<file path="src/rtl/tcb_pkg.sv">
package tcb_pkg;
  localparam int unsigned REG_AW    = 7;
  localparam int unsigned FRAME_W   = 32;

  localparam logic [REG_AW-1:0] RA_IDENT  = 7'd0;
  localparam logic [REG_AW-1:0] RA_DEPTH  = 7'd1;
  localparam logic [REG_AW-1:0] RA_WIDTH  = 7'd2;
  localparam logic [REG_AW-1:0] RA_STATUS = 7'd3;
  localparam logic [REG_AW-1:0] RA_DATA   = 7'd4;
  localparam logic [REG_AW-1:0] RA_RDPTR  = 7'd5;
  localparam logic [REG_AW-1:0] RA_WRPTR  = 7'd6;
  localparam logic [REG_AW-1:0] RA_TCOUNT = 7'd7;
  localparam logic [REG_AW-1:0] RA_CTRL   = 7'd8;

  localparam int unsigned CT_EN    = 0;
  localparam int unsigned CT_DEMUX = 1;
endpackage

</file>
<file path="src/rtl/tcb_ram.sv">
module tcb_ram #(
  parameter int unsigned DEPTH = 16,
  parameter int unsigned WIDTH = 32,
  localparam int unsigned AW   = $clog2(DEPTH)
) (
  input  logic             clk,
  input  logic             we,
  input  logic [AW-1:0]    waddr,
  input  logic [WIDTH-1:0] wdata,
  input  logic             re,
  input  logic [AW-1:0]    raddr,
  output logic [WIDTH-1:0] rdata
);
  logic [WIDTH-1:0] mem [DEPTH];

  always_ff @(posedge clk) begin
    if (we) mem[waddr] <= wdata;
  end

  always_ff @(posedge clk) begin
    if (re) rdata <= mem[raddr];
  end
endmodule

</file>
<file path="src/rtl/tcb_ptrs.sv">
module tcb_ptrs #(
  parameter int unsigned DEPTH = 16,
  localparam int unsigned AW   = $clog2(DEPTH)
) (
  input  logic          clk,
  input  logic          rst,
  input  logic          store,
  input  logic          rp_adv,
  input  logic          wp_load,
  input  logic          rp_load,
  input  logic [31:0]   load_val,
  input  logic          clr_full,
  output logic [AW-1:0] wr_ptr,
  output logic [AW-1:0] rd_ptr,
  output logic          full
);
  localparam logic [AW-1:0] LAST = AW'(DEPTH - 1);

  function automatic logic [AW-1:0] step(input logic [AW-1:0] p);
    return (p == LAST) ? '0 : p + 1'b1;
  endfunction

  logic [AW-1:0] load_mod;
  assign load_mod = AW'(load_val % 32'(DEPTH));

  always_ff @(posedge clk) begin
    if (rst)            wr_ptr <= '0;
    else if (wp_load)   wr_ptr <= load_mod;
    else if (store)     wr_ptr <= step(wr_ptr);
  end

  always_ff @(posedge clk) begin
    if (rst)            rd_ptr <= '0;
    else if (rp_load)   rd_ptr <= load_mod;
    else if (rp_adv)    rd_ptr <= step(rd_ptr);
  end

  always_ff @(posedge clk) begin
    if (rst || clr_full)                          full <= 1'b0;
    else if (store && !wp_load && wr_ptr == LAST) full <= 1'b1;
  end

  AST_WP_RANGE: assert property (@(posedge clk) disable iff (rst)
    32'(wr_ptr) < DEPTH && 32'(rd_ptr) < DEPTH);
  AST_WRAP_SETS_FULL: assert property (@(posedge clk) disable iff (rst)
    store && !wp_load && !clr_full && wr_ptr == LAST |=> full && wr_ptr == '0);
  AST_FULL_STICKY: assert property (@(posedge clk) disable iff (rst)
    full && !clr_full |=> full);
  AST_RD_ADVANCE: assert property (@(posedge clk) disable iff (rst)
    rp_adv && !rp_load |=> rd_ptr == step($past(rd_ptr)));
endmodule

</file>
<file path="src/rtl/tcb_trig.sv">
module tcb_trig (
  input  logic        clk,
  input  logic        rst,
  input  logic        en,
  input  logic        trig_in,
  input  logic        store,
  input  logic        clr,
  input  logic        cnt_load,
  input  logic [31:0] load_val,
  output logic        triggered,
  output logic        done,
  output logic        halt,
  output logic [31:0] cnt
);
  logic cnt_zero;
  assign cnt_zero = (cnt == '0);
  assign halt     = done || (triggered && cnt_zero);

  always_ff @(posedge clk) begin
    if (rst)                                   cnt <= '0;
    else if (cnt_load)                         cnt <= load_val;
    else if (store && triggered && !cnt_zero)  cnt <= cnt - 1'b1;
  end

  always_ff @(posedge clk) begin
    if (rst || clr)                   triggered <= 1'b0;
    else if (en && trig_in && !done)  triggered <= 1'b1;
  end

  always_ff @(posedge clk) begin
    if (rst || clr)                         done <= 1'b0;
    else if (en && triggered && cnt_zero)   done <= 1'b1;
  end

  AST_DONE_NEEDS_TRIG: assert property (@(posedge clk) disable iff (rst)
    done |-> triggered);
  AST_CNT_DEC: assert property (@(posedge clk) disable iff (rst)
    !cnt_load && store && triggered && !cnt_zero |=> cnt == $past(cnt) - 1);
  AST_CNT_HOLD_PRE: assert property (@(posedge clk) disable iff (rst)
    !cnt_load && !triggered |=> cnt == $past(cnt));
endmodule

</file>
<file path="src/rtl/trace_capture_buf.sv">
module trace_capture_buf
  import tcb_pkg::*;
#(
  parameter int unsigned DEPTH           = 16,
  parameter logic [31:0] ID_VALUE        = 32'h7C0B_0001,
  parameter int unsigned TRACE_PORT_BITS = 8
) (
  input  logic        clk,
  input  logic        rst,
  input  logic        trc_valid,
  input  logic [31:0] trc_data,
  input  logic        trc_trigger,
  input  logic        acc_valid,
  input  logic [31:0] acc_wdata,
  input  logic [6:0]  acc_addr,
  input  logic        acc_write,
  output logic [31:0] acc_rdata
);
  localparam int unsigned AW = $clog2(DEPTH);

  logic wr_acc, rd_acc;
  assign wr_acc = acc_valid && acc_write;
  assign rd_acc = acc_valid && !acc_write;

  logic ctrl_en, ctrl_demux;
  logic clr_flags;
  assign clr_flags = wr_acc && acc_addr == RA_CTRL && acc_wdata[CT_EN] && !ctrl_en;

  always_ff @(posedge clk) begin
    if (rst)                            ctrl_en <= 1'b0;
    else if (wr_acc && acc_addr == RA_CTRL) ctrl_en <= acc_wdata[CT_EN];
  end

  generate
    if (TRACE_PORT_BITS == 8) begin : g_demux
      always_ff @(posedge clk) begin
        if (rst)                            ctrl_demux <= 1'b0;
        else if (wr_acc && acc_addr == RA_CTRL) ctrl_demux <= acc_wdata[CT_DEMUX];
      end
    end else begin : g_no_demux
      assign ctrl_demux = 1'b0;
    end
  endgenerate

  // input stage: one frame in flight between the trace port and memory
  logic               halt;
  logic               stage_v;
  logic [FRAME_W-1:0] stage_d;
  logic               store;

  always_ff @(posedge clk) begin
    if (rst) stage_v <= 1'b0;
    else     stage_v <= trc_valid && ctrl_en && !halt;
  end

  always_ff @(posedge clk) begin
    if (trc_valid) stage_d <= trc_data;
  end

  assign store = stage_v && ctrl_en && !halt;

  logic [AW-1:0] wr_ptr, rd_ptr;
  logic          full, triggered, done;
  logic [31:0]   tcount;
  logic          data_rd;
  assign data_rd = rd_acc && acc_addr == RA_DATA;

  tcb_ptrs #(.DEPTH(DEPTH)) u_ptrs (
    .clk      (clk),
    .rst      (rst),
    .store    (store),
    .rp_adv   (data_rd),
    .wp_load  (wr_acc && acc_addr == RA_WRPTR),
    .rp_load  (wr_acc && acc_addr == RA_RDPTR),
    .load_val (acc_wdata),
    .clr_full (clr_flags),
    .wr_ptr   (wr_ptr),
    .rd_ptr   (rd_ptr),
    .full     (full)
  );

  tcb_trig u_trig (
    .clk       (clk),
    .rst       (rst),
    .en        (ctrl_en),
    .trig_in   (trc_trigger),
    .store     (store),
    .clr       (clr_flags),
    .cnt_load  (wr_acc && acc_addr == RA_TCOUNT),
    .load_val  (acc_wdata),
    .triggered (triggered),
    .done      (done),
    .halt      (halt),
    .cnt       (tcount)
  );

  logic [FRAME_W-1:0] ram_q;

  tcb_ram #(.DEPTH(DEPTH), .WIDTH(FRAME_W)) u_ram (
    .clk   (clk),
    .we    (store),
    .waddr (wr_ptr),
    .wdata (stage_d),
    .re    (data_rd),
    .raddr (rd_ptr),
    .rdata (ram_q)
  );

  // read path: register value captured at the access edge
  logic [31:0] status_w, reg_mux;
  assign status_w = {28'd0, !stage_v, done, triggered, full};

  always_comb begin
    case (acc_addr)
      RA_IDENT:  reg_mux = ID_VALUE;
      RA_DEPTH:  reg_mux = 32'(DEPTH);
      RA_WIDTH:  reg_mux = 32'(FRAME_W);
      RA_STATUS: reg_mux = status_w;
      RA_RDPTR:  reg_mux = 32'(rd_ptr);
      RA_WRPTR:  reg_mux = 32'(wr_ptr);
      RA_TCOUNT: reg_mux = tcount;
      RA_CTRL:   reg_mux = {30'd0, ctrl_demux, ctrl_en};
      default:   reg_mux = 32'd0;
    endcase
  end

  logic [31:0] reg_q;
  logic        sel_ram;

  always_ff @(posedge clk) begin
    if (rst) begin
      reg_q   <= '0;
      sel_ram <= 1'b0;
    end else if (rd_acc) begin
      reg_q   <= reg_mux;
      sel_ram <= (acc_addr == RA_DATA);
    end
  end

  assign acc_rdata = sel_ram ? ram_q : reg_q;

  AST_STOP_WHEN_OFF: assert property (@(posedge clk) disable iff (rst)
    !ctrl_en && !(wr_acc && acc_addr == RA_WRPTR) |=> $stable(wr_ptr));
  AST_FROZEN_AFTER_DONE: assert property (@(posedge clk) disable iff (rst)
    done && !(wr_acc && acc_addr == RA_WRPTR) |=> $stable(wr_ptr));
  AST_RDPTR_IDLE: assert property (@(posedge clk) disable iff (rst)
    !data_rd && !(wr_acc && acc_addr == RA_RDPTR) |=> $stable(rd_ptr));
endmodule

</file>
<file path="config.mk">
export PLATFORM = sky130hd
export DESIGN_NAME = trace_capture_buf
export DESIGN_NICKNAME = d
export VERILOG_FILES = /design/src/rtl/tcb_pkg.sv /design/src/rtl/tcb_ram.sv /design/src/rtl/tcb_ptrs.sv /design/src/rtl/tcb_trig.sv /design/src/rtl/trace_capture_buf.sv
export SDC_FILE = /design/constraint.sdc
export NUM_CORES = 1
export LEC_CHECK = 0
export BUFFER_PORTS_ARGS = -buffer_cell sky130_fd_sc_hd__buf_2
export CAP_MARGIN = 20
export CORE_MARGIN = 2
export CORE_UTILIZATION = 39
export CTS_CLUSTER_DIAMETER = 60
export DETAILED_ROUTE_END_ITERATION = 8
export MAX_ROUTING_LAYER = met4
export PLACE_DENSITY_LB_ADDON = 0.3
export SLEW_MARGIN = 25
export SYNTH_ARGS = -nofsm -noshare
export SYNTH_HDL_FRONTEND = slang
export SYNTH_SLANG_ARGS = --single-unit
</file>
<file path="constraint.sdc">
create_clock -name clk -period 7.4 [get_ports clk]
set_input_delay 1.48 -clock clk [delete_from_list [all_inputs] [get_ports clk]]
set_output_delay 1.48 -clock clk [all_outputs]
set_load 0.01 [all_outputs]
</file>
# Word level (Yosys, flattened, before mapping)
# Memory sizes are Yosys's and may differ from the RTL's. A register that Yosys moved wholly into a read port is not among the register bits.
# Index checks and enable logic that the tools add are counted.
[op_classes]
addsub = 3
n_eq_ne = 10
mux = 12
n_reduce_logical = 36
[op_table]
columns = ["op", "n"]
rows = [
  ["$pmux W32 S8", 1],
  ["$mux W32", 3],
  ["$logic_not A32 Y1", 1],
  ["$sub A32 B1 Y32 const B", 1],
  ["$eq A7 B3 Y1 const B", 4],
  ["$mux W4", 6],
  ["$logic_and A1 B1 Y1", 22],
  ["$eq A7 B2 Y1 const B", 2],
  ["$add A4 B1 Y4 const B", 2],
  ["$eq A4 B4 Y1 const B", 2],
  ["$eq A7 B1 Y1 const B", 1],
  ["$eq A7 B4 Y1 const B", 1],
  ["$logic_not A1 Y1", 7],
  ["$logic_not A7 Y1", 1],
  ["$reduce_bool A2 Y1", 3],
  ["$logic_or A1 B1 Y1", 2],
  ["$mux W1", 2],
]
[word_totals]
register_bits = 111
ramBits = 512
elab_cells = 74
memories = 1
[mem_list]
columns = ["memory", "depth", "width", "read_ports", "rd_clocked_by_memory_dff", "write_ports", "line_no", "text"]
rows = [
  ["u_ram.mem", 16, 32, 1, 1, 1, "tcb_ram.sv:14", "logic [WIDTH-1:0] mem [DEPTH];"],
]

# Logic depth before layout (Yosys ltp)
# Gate-level depths: netlist of run 1.
[logic_depth]
word_depth = 9
depth_mapped = 8

# By module
# Synthesis of run 1 repeated with hierarchy kept, for this count alone.
[unflattened]
hier_cells = 1399
hier_area_um2 = 25675.9
[by_module_without_submodules]
columns = ["mod", "instances", "cells_each", "area_per_inst_um2"]
rows = [
  ["tcb_ram", 1, 838, 20174.3],
  ["trace_capture_buf", 1, 251, 3016.6],
  ["tcb_trig", 1, 254, 2015.7],
  ["tcb_ptrs", 1, 56, 469.2],
]

# Worst setup path before layout of run 1
# Ideal clock, no wire load.
[synth_timing]
kind = "register -> register"
startpoint = "register u_trig.cnt[20]"
endpoint = "memory u_ram.mem[0][0] (enable)"
setup_ps = 461
t_arrival_ps = 3709
required_ps = 6939
slack_ps = 3230
stages_incl_launch_ff = 9
n_path_buf = 3
synth_period_minus_slack_ps = 4170
cell_sequence = "dfxtp_1 -> clkbuf_1 -> nor4_2 -> and4_1 -> clkbuf_1 -> nand4_1 -> clkbuf_1 -> nand3_1 -> nor3_1"
[synth_via]
elab_chain_len = 7
[synth_rtl]
columns = ["item", "line_no", "text"]
rows = [
  ["start: declaration", "tcb_trig.sv:13", "output logic [31:0] cnt"],
  ["start signal: assignment", "tcb_trig.sv:21", "else if (cnt_load) cnt <= load_val;"],
  ["start signal: assignment", "tcb_trig.sv:22", "else if (store && triggered && !cnt_zero) cnt <= cnt - 1'b1;"],
  ["$logic_not A32 Y1", "tcb_trig.sv:16", "assign cnt_zero = (cnt == '0);"],
  ["$logic_and A1 B1 Y1", "tcb_trig.sv:17", "assign halt = done || (triggered && cnt_zero);"],
  ["$logic_or A1 B1 Y1", "tcb_trig.sv:17", ""],
  ["$logic_not A1 Y1", "trace_capture_buf.sv:60", "assign store = stage_v && ctrl_en && !halt;"],
  ["$logic_and A1 B1 Y1", "trace_capture_buf.sv:60", ""],
  ["$mux W1", "tcb_ram.sv:17", "if (we) mem[waddr] <= wdata;"],
  ["$mux W1 (implied by the code)", "tcb_ram.sv:17", ""],
  ["end: declaration", "tcb_ram.sv:14", ""],
]
# Every way passes these cells.

# Final worst setup path of run 1
[layout_timing]
startpoint = "register sel_ram"
endpoint = "output acc_rdata[24]"
[layout_via]
elab_chain_len = 1
[layout_rtl]
columns = ["item", "line_no", "text"]
rows = [
  ["start: declaration", "trace_capture_buf.sv:128", "logic sel_ram;"],
  ["start signal: assignment", "trace_capture_buf.sv:136", "sel_ram <= (acc_addr == RA_DATA);"],
  ["$mux W32", "trace_capture_buf.sv:140", "assign acc_rdata = sel_ram ? ram_q : reg_q;"],
  ["end: declaration", "trace_capture_buf.sv:17", "output logic [31:0] acc_rdata"],
]
# Every way passes these cells.

==> report_table.html, run 1 <==
<table>
<tr><th>Metric</th><th>Value</th></tr>
<tr><th colspan="2">Worst hold path</th></tr>
<tr><td>Worst Hold Class</td><td>flip-flop to flip-flop</td></tr>
<tr><td>Hold path startpoint</td><td>reg_q[12]</td></tr>
<tr><th colspan="2">Placed design</th></tr>
<tr><td>Input/output buffers</td><td>108</td></tr>
<tr><td>HPWL reported at the end of detailed placement</td><td>32.57 mm</td></tr>
<tr><td>Final weighted congestion in routability-driven placement</td><td>0.8827</td></tr>
<tr><td>DP Worst Slack</td><td>3.362 ns</td></tr>
<tr><th colspan="2">Power</th></tr>
<tr><td>Total design power</td><td>7.638 mW</td></tr>
<tr><td>Maximum ir drop on the vdd rail</td><td>0.0001518 V</td></tr>
<tr><td>Ratio of total power to cell area</td><td>256.9 nW/um^2</td></tr>
<tr><td>Total leakage power</td><td>9.363 nW</td></tr>
<tr><th colspan="2">Drt</th></tr>
<tr><td>First-pass detailed-route iteration total</td><td>5</td></tr>
<tr><td>Via count</td><td>13,362</td></tr>
<tr><td>Antenna-violating nets left</td><td>0</td></tr>
<tr><td>1st-iter DRT viols</td><td>1,403</td></tr>
<tr><td>DRC viols</td><td>0</td></tr>
<tr><td>Routed wire length</td><td>59.94 mm</td></tr>
<tr><td>DR WL/cell</td><td>24.81 um</td></tr>
<tr><td>Post-detailed-route via-to-cell ratio</td><td>5.531</td></tr>
<tr><th colspan="2">Worst setup path</th></tr>
<tr><td>Kind of critical path</td><td>flip-flop to output pin</td></tr>
<tr><td>Master of the slowest instance on the critical path</td><td>sky130_fd_sc_hd__dfxtp_1</td></tr>
<tr><td>RR Startpoint</td><td>u_trig.cnt[0]</td></tr>
<tr><td>Worst EP required</td><td>5.92 ns</td></tr>
<tr><td>CP Launch Point</td><td>sel_ram</td></tr>
<tr><td>Slowest cell delay on critical path</td><td>0.53 ns</td></tr>
<tr><td>Startpoint class of the critical path</td><td>flip-flop</td></tr>
<tr><td>CP max FO</td><td>25</td></tr>
<tr><td>Data arrival time of the worst path</td><td>2.14 ns</td></tr>
<tr><td>Cell breakdown of the critical path</td><td>buf_4 -&gt; mux2_2 -&gt; buf_2</td></tr>
<tr><td>Worst Setup End Kind</td><td>output pin</td></tr>
<tr><th colspan="2">Clock tree</th></tr>
<tr><td>TritonCTS Buffers</td><td>71</td></tr>
<tr><td>CTS root buffer</td><td>sky130_fd_sc_hd__clkbuf_16</td></tr>
<tr><td>TritonCTS clock tree</td><td>done</td></tr>
<tr><td>Post-cts sizing count</td><td>0</td></tr>
<tr><td>Max clock buf depth</td><td>3</td></tr>
<tr><td>Number of clock sinks seen by CTS</td><td>655</td></tr>
<tr><td>Skew-Pair Late Insertion Delay</td><td>0.62 ns</td></tr>
<tr><td>Post CTS Setup Buffer Count</td><td>0</td></tr>
<tr><td>Clock-pin transition on the worst setup and hold timing paths</td><td>0.06 ns</td></tr>
<tr><td>Level count of the clock H-tree</td><td>3</td></tr>
<tr><td>Number of buffers inserted by hold repair at cts</td><td>0</td></tr>
<tr><th colspan="2">Logic synthesis</th></tr>
<tr><td>Syn avg cell area</td><td>18.86 sq um</td></tr>
<tr><td>Main synth FF type</td><td>sky130_fd_sc_hd__edfxtp_1</td></tr>
<tr><td>Share of the synthesized area in the top cell type</td><td>0.6710</td></tr>
<tr><td>Leading post-synthesis cells by cell area</td><td>sky130_fd_sc_hd__edfxtp_1 (67%), sky130_fd_sc_hd__mux4_2 (14%), sky130_fd_sc_hd__dfxtp_1 (6.1%)</td></tr>
<tr><td>Count of warnings emitted by yosys</td><td>0</td></tr>
<tr><td>Most area-hungry cell type in the Yosys netlist</td><td>sky130_fd_sc_hd__edfxtp_1</td></tr>
<tr><td>Share of synthesized flip-flops with an asynchronous set or reset</td><td>0</td></tr>
<tr><td>Number of flip-flops and latches in the synthesized netlist</td><td>655</td></tr>
<tr><td>Distinct cell type count after synthesis</td><td>63</td></tr>
<tr><td>Cell count after synthesis</td><td>1,367</td></tr>
<tr><td>Number of enable flip-flop cells after synthesis</td><td>576</td></tr>
<tr><td>Netlist Area Pre-Place</td><td>25,780 sq um</td></tr>
<tr><td>Nets in the synthesized netlist</td><td>1,450</td></tr>
<tr><td>Sequential cell area fraction in the yosys report</td><td>0.7323</td></tr>
<tr><th colspan="2">STA</th></tr>
<tr><td>Pin slew with the least headroom to its limit</td><td>0.9782 ns</td></tr>
<tr><td>Min setup slack post-route</td><td>3.785 ns</td></tr>
<tr><td>Setup repair after global routing missed its margin</td><td>no</td></tr>
<tr><td>Maximum clock frequency</td><td>276.6 MHz</td></tr>
<tr><td>Normalized max-slew margin</td><td>0.3419</td></tr>
<tr><td>Final count of pins violating max slew</td><td>0</td></tr>
<tr><td>Clock Skew</td><td>0.02433 ns</td></tr>
<tr><td>Ratio of final minimum period to clock period</td><td>0.4886</td></tr>
<tr><td>Setup TNS</td><td>0 ns</td></tr>
<tr><td>Shortest clock period the worst path allows after layout</td><td>3.615 ns</td></tr>
<tr><td>Final Hold Fails</td><td>0</td></tr>
<tr><td>Final setup viols</td><td>0</td></tr>
<tr><th colspan="2">Die</th></tr>
<tr><td>Overall die width</td><td>261.1 um</td></tr>
<tr><td>Die Height</td><td>261.1 um</td></tr>
<tr><td># IOs</td><td>109</td></tr>
<tr><td>Starting density of the core</td><td>0.3928</td></tr>
<tr><td>Count of standard-cell rows</td><td>94</td></tr>
<tr><td>Die Area</td><td>68,170 sq um</td></tr>
<tr><td>Core area</td><td>65,630 sq um</td></tr>
<tr><th colspan="2">Global route</th></tr>
<tr><td>Maximum number of pins on one net before global-route repair</td><td>89</td></tr>
<tr><td>Number of antenna violations at the first check in global routing</td><td>3</td></tr>
<tr><td>Global-route wire length before repair</td><td>88.91 mm</td></tr>
<tr><td>Via count of the first global-routing pass</td><td>13,755</td></tr>
<tr><td>Aggregate global routing overflow</td><td>0</td></tr>
<tr><td>Total track usage</td><td>0.1836</td></tr>
<tr><th colspan="2">Cells and area</th></tr>
<tr><td>Area growth from synthesis to layout</td><td>15.32%</td></tr>
<tr><td>NumNets Final</td><td>1,580</td></tr>
<tr><td>Share of final-layout standard cells stronger than drive strength 1</td><td>0.2992</td></tr>
<tr><th colspan="2">Job</th></tr>
<tr><td>Max cap viols</td><td>0</td></tr>
<tr><th colspan="2">Status</th></tr>
<tr><td>Run status</td><td>complete, no violations</td></tr>
</table>
[worst max-delay path: cells and delay by family, from the launching register on]
kind | cells | cell delay, ns
flip-flops | 1 | 0.53
buffers and inverters | 2 | 0.55
multiplexers | 1 | 0.42
[where the power goes]
part	leakage (nW)	switching [mW]	internal [mW]
Combinational	2.44	0.0473	0.0273
Sequential	5.84	0.0589	4.05
Clock	1.08	1.43	2.02
[through the flow]
step | hold slack (ns) | cell area [sq um] | cells | utilization
2_1_floorplan | 0.4294 | 25780 | 1367 | -
3_3_place_gp | 0.4403 | 27450 | 2287 | 0.4183
3_5_place_dp | 0.4461 | 27460 | 2287 | 0.4184
4_1_cts | 0.4534 | 29710 | 2414 | 0.4528
5_1_grt | 0.4744 | 29730 | 2416 | 0.4530
6_report | 0.4523 | 29730 | 2416 | 0.4530
[Yosys cell counts, types with 13 or more instances]
cell type                    n
sky130_fd_sc_hd__edfxtp_1  576
sky130_fd_sc_hd__o21ai_0    16
sky130_fd_sc_hd__a311oi_1   23
sky130_fd_sc_hd__or4_1      13
sky130_fd_sc_hd__a21oi_1    40
sky130_fd_sc_hd__buf_1      15
sky130_fd_sc_hd__nand2_1    39
sky130_fd_sc_hd__clkbuf_1   67
sky130_fd_sc_hd__inv_1      13
sky130_fd_sc_hd__dfxtp_1    79
sky130_fd_sc_hd__nor3_1     21
sky130_fd_sc_hd__nand3_1    38
sky130_fd_sc_hd__nor2_1     76
sky130_fd_sc_hd__mux2_2     32
sky130_fd_sc_hd__mux4_2    160
[final timing paths]
path | end | slack [ns] | depth (start not counted)
setup / recovery | acc_rdata[24] | 3.78 | 3
hold / removal | reg_q[12] | 0.45 | 2
setup reg to reg | u_ram.mem[5][16] | 3.97 | 8
hold reg to reg | reg_q[12] | 0.45 | 2
[sequential cells by signal (all words and copies together) (netlist names)]
signal and flops:
stage_d 32, u_ram.rdata 32, reg_q 32, ctrl_demux 1, stage_v 1, u_ptrs.rd_ptr 4, ctrl_en 1, u_trig.triggered 1
sel_ram 1, u_ptrs.wr_ptr 4, u_trig.cnt 32, u_ram.mem 512, u_ptrs.full 1, u_trig.done 1
[layer usage]
metal | share of wire | global-route usage | up-vias
li1 | - | - | 5905
met1 | 0.45 | 0.2538 | 6989
met2 | 0.47 | 0.2825 | 359
met3 | 0.048 | 0.03242 | 109
met4 | 0.025 | 0.04956 | 0
met5 | 0 | - | -
[cell usage in the layout, fill, tap and decap left out, types with 32 or more instances in the layout]
cell,count
sky130_fd_sc_hd__edfxtp_1,576
sky130_fd_sc_hd__mux4_2,160
sky130_fd_sc_hd__buf_2,108
sky130_fd_sc_hd__dfxtp_1,75
sky130_fd_sc_hd__clkbuf_16,72
sky130_fd_sc_hd__nor2_1,65
sky130_fd_sc_hd__a21oi_1,40
sky130_fd_sc_hd__nand2_1,39
sky130_fd_sc_hd__nand3_1,38
sky130_fd_sc_hd__mux2_2,32
[area by class of cell]
| class | instances | area, sq um |
|---|---|---|
| inverter | 13 | 48.80 |
| tap | 864 | 1081 |
| clock inverter | 31 | 359.1 |
| timing repair buffer | 141 | 800.8 |
| sequential | 655 | 18890 |
| antenna | 1 | 2.502 |
| multi-input combinational | 615 | 6651 |
| fill | 5613 | 35900 |
| clock buffer | 96 | 1896 |
[cell families (layout without fill, tap and decap cells)]
kind of cell | after synthesis | in the layout | share of synthesized area
flops | 655 | 655 | 0.7323
xor+xnor | 7 | 7 | 0.002378
mux | 198 | 198 | 0.1561
fa+ha+maj | 6 | 6 | 0.002912
buf+inv | 97 | 281 | 0.01422
compound gates | 143 | 143 | 0.03888
other cells | 0 | 1 | 0
simple gates | 261 | 261 | 0.05320
No activity file was read; power rests on OpenSTA's default activity.
==> run 2: changes to the inputs <==
==> constraint.sdc (replaced) <==
create_clock -name clk -period 2.9 [get_ports clk]
set_input_delay 0.58 -clock clk [delete_from_list [all_inputs] [get_ports clk]]
set_output_delay 0.58 -clock clk [all_outputs]
set_load 0.01 [all_outputs]
==> run 2 against run 1 <==
Against the previous run:
- sequential cell count did not move
- die area did not move
- final cell count rose by 2.1%
- critical path type is now flip-flop to flip-flop
- routed wire length rose by 0.32%
- first-iteration DRC count fell by 2.9%
- global-route usage barely moved
- critical path depth rose by 5
- cell area rose by 2.6%
- sequential power rose to 2.6 times the previous value
- clock-buffer cell count fell by 5
==> report_table.html, run 2 (synthesized netlist as in run 1, its figures left out) <==
<table>
<tr><th>Metric</th><th>Value</th></tr>
<tr><th colspan="2">Status</th></tr>
<tr><td>Run status</td><td>complete, no violations (unchanged)</td></tr>
<tr><th colspan="2">Power</th></tr>
<tr><td>Total leakage power</td><td>9.686 nW (was 9.363 nW)</td></tr>
<tr><td>Total design power</td><td>19.46 mW (was 7.638 mW)</td></tr>
<tr><td>Maximum ir drop on the vdd rail</td><td>0.0003526 V (was 0.0001518 V)</td></tr>
<tr><td>Ratio of total power to cell area</td><td>637.9 nW/um^2 (was 256.9 nW/um^2)</td></tr>
<tr><th colspan="2">Global route</th></tr>
<tr><td>Maximum number of pins on one net before global-route repair</td><td>43 (was 89)</td></tr>
<tr><td>Aggregate global routing overflow</td><td>0 (unchanged)</td></tr>
<tr><td>Number of antenna violations at the first check in global routing</td><td>3 (unchanged)</td></tr>
<tr><td>Total track usage</td><td>0.1838 (was 0.1836)</td></tr>
<tr><td>Global-route wire length before repair</td><td>89.84 mm (was 88.91 mm)</td></tr>
<tr><td>Via count of the first global-routing pass</td><td>13,903 (was 13,755)</td></tr>
<tr><th colspan="2">Clock tree</th></tr>
<tr><td>TritonCTS Buffers</td><td>74 (was 71)</td></tr>
<tr><td>Number of clock sinks seen by CTS</td><td>655 (unchanged)</td></tr>
<tr><td>Clock-pin transition on the worst setup and hold timing paths</td><td>0.06 ns (about the same)</td></tr>
<tr><td>Level count of the clock H-tree</td><td>3 (unchanged)</td></tr>
<tr><td>Max clock buf depth</td><td>3 (unchanged)</td></tr>
<tr><td>TritonCTS clock tree</td><td>done (unchanged)</td></tr>
<tr><td>Skew-Pair Late Insertion Delay</td><td>0.60 ns (was 0.62 ns)</td></tr>
<tr><td>CTS root buffer</td><td>sky130_fd_sc_hd__clkbuf_16 (unchanged)</td></tr>
<tr><th colspan="2">STA</th></tr>
<tr><td>Min setup slack post-route</td><td>0.1000 ns (was 3.785 ns)</td></tr>
<tr><td>Ratio of final minimum period to clock period</td><td>0.9655</td></tr>
<tr><td>Final count of pins violating max slew</td><td>0 (unchanged)</td></tr>
<tr><td>Shortest clock period the worst path allows after layout</td><td>2.800 ns</td></tr>
<tr><td>Pin slew with the least headroom to its limit</td><td>0.8475 ns (was 0.9782 ns)</td></tr>
<tr><td>Final Hold Fails</td><td>0 (unchanged)</td></tr>
<tr><td>Maximum clock frequency</td><td>357.1 MHz</td></tr>
<tr><td>Clock Skew</td><td>0.01994 ns (was 0.02433 ns)</td></tr>
<tr><td>Setup repair after global routing missed its margin</td><td>no (unchanged)</td></tr>
<tr><td>Normalized max-slew margin</td><td>0.4337 (was 0.3419)</td></tr>
<tr><td>Final setup viols</td><td>0 (unchanged)</td></tr>
<tr><th colspan="2">Die</th></tr>
<tr><td># IOs</td><td>109 (unchanged)</td></tr>
<tr><td>Die Area</td><td>68,170 sq um (unchanged)</td></tr>
<tr><td>Overall die width</td><td>261.1 um (unchanged)</td></tr>
<tr><td>Die Height</td><td>261.1 um (unchanged)</td></tr>
<tr><td>Starting density of the core</td><td>0.3928 (unchanged)</td></tr>
<tr><td>Core area</td><td>65,630 sq um (unchanged)</td></tr>
<tr><td>Count of standard-cell rows</td><td>94 (unchanged)</td></tr>
<tr><th colspan="2">Placed design</th></tr>
<tr><td>Final weighted congestion in routability-driven placement</td><td>0.9286 (was 0.8827)</td></tr>
<tr><td>HPWL reported at the end of detailed placement</td><td>37.04 mm (was 32.57 mm)</td></tr>
<tr><td>DP Worst Slack</td><td>0.07183 ns (was 3.362 ns)</td></tr>
<tr><td>Input/output buffers</td><td>108 (unchanged)</td></tr>
<tr><td>Placed cell count</td><td>2,330 (was 2,287)</td></tr>
<tr><th colspan="2">Worst hold path</th></tr>
<tr><td>Sink of the worst hold path</td><td>stage_d[16] (was reg_q[12])</td></tr>
<tr><td>Hold path startpoint</td><td>trc_data[16] (was reg_q[12])</td></tr>
<tr><td>Worst Hold Class</td><td>input pin to flip-flop (was flip-flop to flip-flop)</td></tr>
<tr><td>Hold Path Cell Cnt</td><td>1 (was 2)</td></tr>
<tr><th colspan="2">Worst setup path</th></tr>
<tr><td>Kind of critical path</td><td>flip-flop to flip-flop (was flip-flop to output pin)</td></tr>
<tr><td>Data arrival time of the worst path</td><td>3.08 ns (was 2.14 ns)</td></tr>
<tr><td>CP max FO</td><td>24 (was 25)</td></tr>
<tr><td>Startpoint class of the critical path</td><td>flip-flop (unchanged)</td></tr>
<tr><td>Worst Setup End Kind</td><td>flip-flop (was output pin)</td></tr>
<tr><td>Register-to-register setup slack</td><td>0.10 ns (was 3.97 ns)</td></tr>
<tr><td>Number of cell instances on the worst register-to-register path</td><td>8 (unchanged)</td></tr>
<tr><td>Reg2Reg Capture Point</td><td>u_ram.mem[3][21] (was u_ram.mem[5][16])</td></tr>
<tr><td>Worst EP required</td><td>3.18 ns (was 5.92 ns)</td></tr>
<tr><td>RR Startpoint</td><td>u_trig.cnt[0] (unchanged)</td></tr>
<tr><th colspan="2">Drt</th></tr>
<tr><td>Via count</td><td>13,623 (was 13,362)</td></tr>
<tr><td>DRC viols</td><td>0 (unchanged)</td></tr>
<tr><td>DR WL/cell</td><td>24.37 um (was 24.81 um)</td></tr>
<tr><td>1st-iter DRT viols</td><td>1,363 (was 1,403)</td></tr>
<tr><td>First-pass detailed-route iteration total</td><td>5 (unchanged)</td></tr>
<tr><td>Routed wire length</td><td>60.12 mm (was 59.94 mm)</td></tr>
<tr><td>Antenna-violating nets left</td><td>0 (unchanged)</td></tr>
<tr><td>Post-detailed-route via-to-cell ratio</td><td>5.522 (was 5.531)</td></tr>
<tr><th colspan="2">Cells and area</th></tr>
<tr><td>Share of final-layout standard cells stronger than drive strength 1</td><td>0.3238 (was 0.2992)</td></tr>
<tr><td>Highest-count cells in the layout ignoring fill and taps</td><td>sky130_fd_sc_hd__edfxtp_1 (576), sky130_fd_sc_hd__mux4_2 (160), sky130_fd_sc_hd__buf_2 (108) (unchanged)</td></tr>
<tr><td>Ant diodes</td><td>0 (was 1)</td></tr>
<tr><td>Most frequent standard cell in the layout excluding fill and tap cells</td><td>sky130_fd_sc_hd__edfxtp_1 (unchanged)</td></tr>
<tr><td>Most flop-heavy register</td><td>u_ram.mem (unchanged)</td></tr>
<tr><td>Count of non-filler cells in the finished layout</td><td>2,467 (was 2,416)</td></tr>
<tr><td>Number of flip-flops in the largest register</td><td>512 (unchanged)</td></tr>
<tr><td>Fill count</td><td>5,539 (was 5,613)</td></tr>
<tr><td>Area growth from synthesis to layout</td><td>18.32% (was 15.32%)</td></tr>
<tr><td>NumNets Final</td><td>1,632 (was 1,580)</td></tr>
<tr><th colspan="2">Job</th></tr>
<tr><td>Max cap viols</td><td>0 (unchanged)</td></tr>
</table>
[run 2: changes by cell type in the layout (fill, tap and decap cells not counted), moves of 3 or more]
cell and delta:
sky130_fd_sc_hd__buf_12 +31, sky130_fd_sc_hd__buf_4 +19, sky130_fd_sc_hd__bufinv_16 -3, sky130_fd_sc_hd__clkbuf_1 -9
sky130_fd_sc_hd__clkbuf_16 +4, sky130_fd_sc_hd__clkinv_1 +7, sky130_fd_sc_hd__clkinv_2 +4, sky130_fd_sc_hd__inv_6 +3
sky130_fd_sc_hd__nor3_2 -4, sky130_fd_sc_hd__nor3_4 +4
[run 2: how the worst max path moves through the flow]
| stage | start | end | slack (ns) |
|---|---|---|---|
| final | u_trig.cnt[0] | u_ram.mem[3][21] | 0.10 |
| after global placement | u_trig.cnt[0] | u_ram.mem[1][18] | 0.18 |
| after detailed placement | u_trig.cnt[0] | u_ram.mem[2][21] | 0.07 |
| after CTS | u_trig.cnt[0] | u_ram.mem[2][25] | 0.05 |
| after global routing | u_trig.cnt[0] | u_ram.mem[3][23] | 0.004 |
| after floorplan | u_trig.cnt[20] | u_ram.mem[4][0] | -0.42 |
[run 2: final cells by class]
class,instances,area (sq um),share of cell area
Inverter,13,48.80,0.001600
Tap cell,864,1081,0.03544
Timing Repair Buffer,190,1556,0.05103
Multi-Input combinational cell,615,6664,0.2185
Clock buffer,91,1968,0.06453
Clock inverter,39,294.0,0.009640
Sequential cell,655,18890,0.6193
[run 2: report_power, final]
group,switching (mW),internal [mW],total (mW)
logic,0.125,0.0801,0.206
clock network,3.65,5.10,8.75
registers,0.158,10.3,10.5
total,3.93,15.5,19.5
[run 2: per-stage QoR]
stage	TNS, ns	area (sq um)	hold WS, ns	util
floorplan	-169.19	25800	0.4294	-
global placement	0	28150	0.4376	0.4289
detailed placement	0	28150	0.4486	0.4289
CTS	0	30410	0.1078	0.4634
global route	0	30500	0.1265	0.4648
finish	0	30500	0.1478	0.4648
[run 2: worst max-delay path, stage by stage, from the launching register on]
cell and delay, ns:
sky130_fd_sc_hd__dfxtp_1 0.37, sky130_fd_sc_hd__inv_1 0.09, sky130_fd_sc_hd__ha_1 0.21, sky130_fd_sc_hd__or3b_2 0.20, sky130_fd_sc_hd__nor3_1 0.05, sky130_fd_sc_hd__nand4_1 0.27, sky130_fd_sc_hd__nand3_1 0.31, sky130_fd_sc_hd__nor3_4 0.64
sky130_fd_sc_hd__buf_12 0.31
[run 2: per-layer routing]
layer / vias to the layer above / global-route usage / share of wire
met5: - / - / 0
met4: 0 / 0.05366 / 0.020
met3: 80 / 0.02894 / 0.056
met2: 431 / 0.2852 / 0.48
met1: 7086 / 0.2525 / 0.45
li1: 6026 / - / -
[run 2: timing repair]
action,in CTS,in global routing
setup buffers,0,7
setup endpoints to repair,0,35
gates resized for setup,0,0
hold buffers,0,0
==> run 3: changes to the inputs <==
--- a/config.mk
+++ b/config.mk
@@ -8,11 +8,12 @@
 export BUFFER_PORTS_ARGS = -buffer_cell sky130_fd_sc_hd__buf_2
 export CAP_MARGIN = 20
 export CORE_MARGIN = 2
-export CORE_UTILIZATION = 39
+export CORE_UTILIZATION = 45
 export CTS_CLUSTER_DIAMETER = 60
 export DETAILED_ROUTE_END_ITERATION = 8
 export MAX_ROUTING_LAYER = met4
 export PLACE_DENSITY_LB_ADDON = 0.3
+export RECOVER_POWER = 25
 export SLEW_MARGIN = 25
 export SYNTH_ARGS = -nofsm -noshare
 export SYNTH_HDL_FRONTEND = slang
==> run 3 against run 2 <==
Against the previous run:
- via count up 1.8%
- utilization is 7.7 points higher
- critical path depth is the same
- combinational power is essentially flat
- final cell count down 3.4%
- sequential share of layout area decreased by 0.23 points
- die area shrank 13%
==> report_table.html, run 3 (synthesized netlist as in run 1, its figures left out) <==
<table>
<tr><th>Metric</th><th>Value</th></tr>
<tr><th colspan="2">Status</th></tr>
<tr><td>Run status</td><td>complete, no violations (unchanged)</td></tr>
<tr><th colspan="2">Cells and area</th></tr>
<tr><td>Ant diodes</td><td>0 (unchanged)</td></tr>
<tr><td>Share of final-layout standard cells stronger than drive strength 1</td><td>0.3319 (was 0.3238)</td></tr>
<tr><td>Number of flip-flops in the largest register</td><td>512 (unchanged)</td></tr>
<tr><td>Most flop-heavy register</td><td>u_ram.mem (unchanged)</td></tr>
<tr><td>NumNets Final</td><td>1,652 (was 1,632)</td></tr>
<tr><td>Area growth from synthesis to layout</td><td>18.75% (was 18.32%)</td></tr>
<tr><td>Highest-count cells in the layout ignoring fill and taps</td><td>sky130_fd_sc_hd__edfxtp_1 (576), sky130_fd_sc_hd__mux4_2 (160), sky130_fd_sc_hd__buf_2 (103) (was sky130_fd_sc_hd__edfxtp_1 (576), sky130_fd_sc_hd__mux4_2 (160), sky130_fd_sc_hd__buf_2 (108))</td></tr>
<tr><td>Most frequent standard cell in the layout excluding fill and tap cells</td><td>sky130_fd_sc_hd__edfxtp_1 (unchanged)</td></tr>
<tr><th colspan="2">STA</th></tr>
<tr><td>Final count of pins violating max slew</td><td>0 (unchanged)</td></tr>
<tr><td>Shortest clock period the worst path allows after layout</td><td>2.790 ns (was 2.800 ns)</td></tr>
<tr><td>Pin slew with the least headroom to its limit</td><td>1.328 ns (was 0.8475 ns)</td></tr>
<tr><td>Normalized max-slew margin</td><td>0.1144 (was 0.4337)</td></tr>
<tr><td>Clock Skew</td><td>0.02446 ns (was 0.01994 ns)</td></tr>
<tr><td>Final Hold Fails</td><td>0 (unchanged)</td></tr>
<tr><td>Ratio of final minimum period to clock period</td><td>0.9622 (was 0.9655)</td></tr>
<tr><td>Final hold slack</td><td>0.1551 ns (was 0.1478 ns)</td></tr>
<tr><td>Setup repair after global routing missed its margin</td><td>no (unchanged)</td></tr>
<tr><td>Min setup slack post-route</td><td>0.1097 ns (was 0.1000 ns)</td></tr>
<tr><td>Final setup viols</td><td>0 (unchanged)</td></tr>
<tr><td>Maximum clock frequency</td><td>358.4 MHz (was 357.1 MHz)</td></tr>
<tr><th colspan="2">Power</th></tr>
<tr><td>Portion of total power attributed to sequential cells</td><td>0.530 (was 0.540)</td></tr>
<tr><td>Switching pwr</td><td>3.948 mW (was 3.934 mW)</td></tr>
<tr><td>Ratio of total power to cell area</td><td>646.6 nW/um^2 (was 637.9 nW/um^2)</td></tr>
<tr><td>Total leakage power</td><td>9.836 nW (was 9.686 nW)</td></tr>
<tr><td>Maximum ir drop on the vdd rail</td><td>0.0004478 V (was 0.0003526 V)</td></tr>
<tr><td>P_int</td><td>15.85 mW (was 15.52 mW)</td></tr>
<tr><td>Sw frac</td><td>0.1994 (was 0.2022)</td></tr>
<tr><td>Part of the total power dissipated in the clock network</td><td>0.459 (was 0.450)</td></tr>
<tr><td>Logic pwr share</td><td>0.010 (was 0.011)</td></tr>
<tr><th colspan="2">Worst setup path</th></tr>
<tr><td>Kind of critical path</td><td>flip-flop to flip-flop (unchanged)</td></tr>
<tr><td>Number of cell instances on the worst register-to-register path</td><td>8 (unchanged)</td></tr>
<tr><td>Slowest cell delay on critical path</td><td>0.81 ns (was 0.64 ns)</td></tr>
<tr><td>Worst EP required</td><td>3.11 ns (was 3.18 ns)</td></tr>
<tr><td>RR Startpoint</td><td>u_trig.cnt[0] (unchanged)</td></tr>
<tr><td>Startpoint class of the critical path</td><td>flip-flop (unchanged)</td></tr>
<tr><td>Master of the slowest instance on the critical path</td><td>sky130_fd_sc_hd__nor2_2 (was sky130_fd_sc_hd__nor3_4)</td></tr>
<tr><td>Reg2Reg Capture Point</td><td>u_ram.mem[6][9] (was u_ram.mem[3][21])</td></tr>
<tr><td>Cell breakdown of the critical path</td><td>inv_1 -&gt; ha_1 -&gt; or3b_2 -&gt; nor3_1 -&gt; nand4_1 -&gt; nand3_1 -&gt; buf_4 -&gt; nor2_2 (was inv_1 -&gt; ha_1 -&gt; or3b_2 -&gt; nor3_1 -&gt; nand4_1 -&gt; nand3_1 -&gt; nor3_4 -&gt; buf_12)</td></tr>
<tr><td>Register-to-register setup slack</td><td>0.11 ns (was 0.10 ns)</td></tr>
<tr><td>Data arrival time of the worst path</td><td>3.00 ns (was 3.08 ns)</td></tr>
<tr><td>CP max FO</td><td>11 (was 24)</td></tr>
<tr><td>Worst Setup End Kind</td><td>flip-flop (unchanged)</td></tr>
<tr><th colspan="2">Clock tree</th></tr>
<tr><td>Number of clock sinks seen by CTS</td><td>655 (unchanged)</td></tr>
<tr><td>Clock-pin transition on the worst setup and hold timing paths</td><td>0.06 ns (about the same)</td></tr>
<tr><td>TritonCTS Buffers</td><td>72 (was 74)</td></tr>
<tr><td>Max clock buf depth</td><td>3 (unchanged)</td></tr>
<tr><td>Level count of the clock H-tree</td><td>3 (unchanged)</td></tr>
<tr><td>CTS root buffer</td><td>sky130_fd_sc_hd__clkbuf_16 (unchanged)</td></tr>
<tr><td>TritonCTS clock tree</td><td>done (unchanged)</td></tr>
<tr><td>Number of buffers inserted by hold repair at cts</td><td>0 (unchanged)</td></tr>
<tr><td>Skew-Pair Late Insertion Delay</td><td>0.60 ns (about the same)</td></tr>
<tr><th colspan="2">Drt</th></tr>
<tr><td>Via count</td><td>13,869 (was 13,623)</td></tr>
<tr><td>Routed wire length</td><td>60.50 mm (was 60.12 mm)</td></tr>
<tr><td>DRC viols</td><td>0 (unchanged)</td></tr>
<tr><td>1st-iter DRT viols</td><td>1,221 (was 1,363)</td></tr>
<tr><td>First-pass detailed-route iteration total</td><td>4 (was 5)</td></tr>
<tr><td>Antenna-violating nets left</td><td>0 (unchanged)</td></tr>
<tr><td>Post-detailed-route via-to-cell ratio</td><td>5.820 (was 5.522)</td></tr>
<tr><td>DR WL/cell</td><td>25.39 um (was 24.37 um)</td></tr>
<tr><th colspan="2">Die</th></tr>
<tr><td>Count of standard-cell rows</td><td>87 (was 94)</td></tr>
<tr><td># IOs</td><td>109 (unchanged)</td></tr>
<tr><td>Core area</td><td>56,500 sq um (was 65,630 sq um)</td></tr>
<tr><td>Die Height</td><td>243.3 um (was 261.1 um)</td></tr>
<tr><td>Starting density of the core</td><td>0.4563 (was 0.3928)</td></tr>
<tr><td>Die Area</td><td>59,220 sq um (was 68,170 sq um)</td></tr>
<tr><td>Overall die width</td><td>243.3 um (was 261.1 um)</td></tr>
<tr><th colspan="2">Global route</th></tr>
<tr><td>Aggregate global routing overflow</td><td>0 (unchanged)</td></tr>
<tr><td>Via count of the first global-routing pass</td><td>14,141 (was 13,903)</td></tr>
<tr><td>Maximum number of pins on one net before global-route repair</td><td>43 (unchanged)</td></tr>
<tr><td>Global-route wire length before repair</td><td>90.58 mm (was 89.84 mm)</td></tr>
<tr><td>Number of antenna violations at the first check in global routing</td><td>1 (was 3)</td></tr>
<tr><td>Total track usage</td><td>0.2116 (was 0.1838)</td></tr>
<tr><th colspan="2">Worst hold path</th></tr>
<tr><td>Hold path startpoint</td><td>trc_data[19] (was trc_data[16])</td></tr>
<tr><td>Sink of the worst hold path</td><td>stage_d[19] (was stage_d[16])</td></tr>
<tr><td>Hold Path Cell Cnt</td><td>1 (unchanged)</td></tr>
<tr><td>Worst Hold Class</td><td>input pin to flip-flop (unchanged)</td></tr>
<tr><th colspan="2">Placed design</th></tr>
<tr><td>Final weighted congestion in routability-driven placement</td><td>0.9607 (was 0.9286)</td></tr>
<tr><td>DP Worst Slack</td><td>0.01343 ns (was 0.07183 ns)</td></tr>
<tr><td>HPWL reported at the end of detailed placement</td><td>37.62 mm (was 37.04 mm)</td></tr>
<tr><td>Input/output buffers</td><td>108 (unchanged)</td></tr>
<tr><th colspan="2">Job</th></tr>
<tr><td>Max cap viols</td><td>0 (unchanged)</td></tr>
</table>
## run 3: power by group through the flow
stage / clock network [mW] / registers (mW) / logic (mW)
floorplan: 0 / 10.6 / 0.0854
global placement: 0 / 10.7 / 0.205
detailed placement: 0 / 10.7 / 0.207
CTS: 9.29 / 10.5 / 0.208
global route: 9.65 / 10.5 / 0.225
finish: 9.09 / 10.5 / 0.207
## run 3: critical path, delay by kind of cell (launching register included)
kind | cells | cell delay, ns
adder cells (fa/ha/maj) | 1 | 0.21
buffers and inverters | 2 | 0.33
flip-flops | 1 | 0.38
AND/OR/NAND/NOR | 5 | 1.47
## run 3: metal layers
metal  routed length (um)  vias to the layer above  track usage
met5                    0                        -            -
met2                28840                      505       0.3208
met3                 3538                       99      0.03338
li1                     -                     6069            -
met1                26710                     7196       0.2993
met4                 1414                        0      0.06135
## run 3: what timing repair did
item | in CTS | in global routing
setup endpoints to repair | 0 | 74
resized for setup | 0 | 1
setup buffers | 0 | 10
## run 3: final cells by class
| cell class | count | area [sq um] |
|---|---|---|
| flip-flops and latches | 655 | 18890 |
| inverters | 13 | 48.80 |
| fillers | 4327 | 25880 |
| clock inverters | 41 | 390.4 |
| well taps | 756 | 945.9 |
| repair buffers | 210 | 1668 |
| multi-input cells | 617 | 6683 |
| clock buffers | 91 | 1988 |
## run 3: stage by stage
stage | utilization | instances | TNS [ns] | power (mW) | cell area [sq um]
after floorplan | - | 1367 | -169.19 | 10.71 | 25800
after global placement | 0.4960 | 2235 | -0.3932 | 10.89 | 28020
after detailed placement | 0.4973 | 2239 | 0 | 10.91 | 28100
after CTS | 0.5394 | 2371 | 0 | 19.99 | 30470
after global routing | 0.5418 | 2383 | 0 | 20.38 | 30610
final | 0.5418 | 2383 | 0 | 19.80 | 30610
## run 3: how the worst max path moves through the flow
stage / from / endpoint
after CTS: u_trig.cnt[0] / u_ram.mem[9][18]
final: u_trig.cnt[0] / u_ram.mem[6][9]
after floorplan: u_trig.cnt[20] / u_ram.mem[4][0]
after global routing: u_trig.cnt[0] / u_ram.mem[6][27]
after detailed placement: u_trig.cnt[0] / u_ram.mem[6][1]
after global placement: u_trig.cnt[0] / u_ram.mem[1][24]
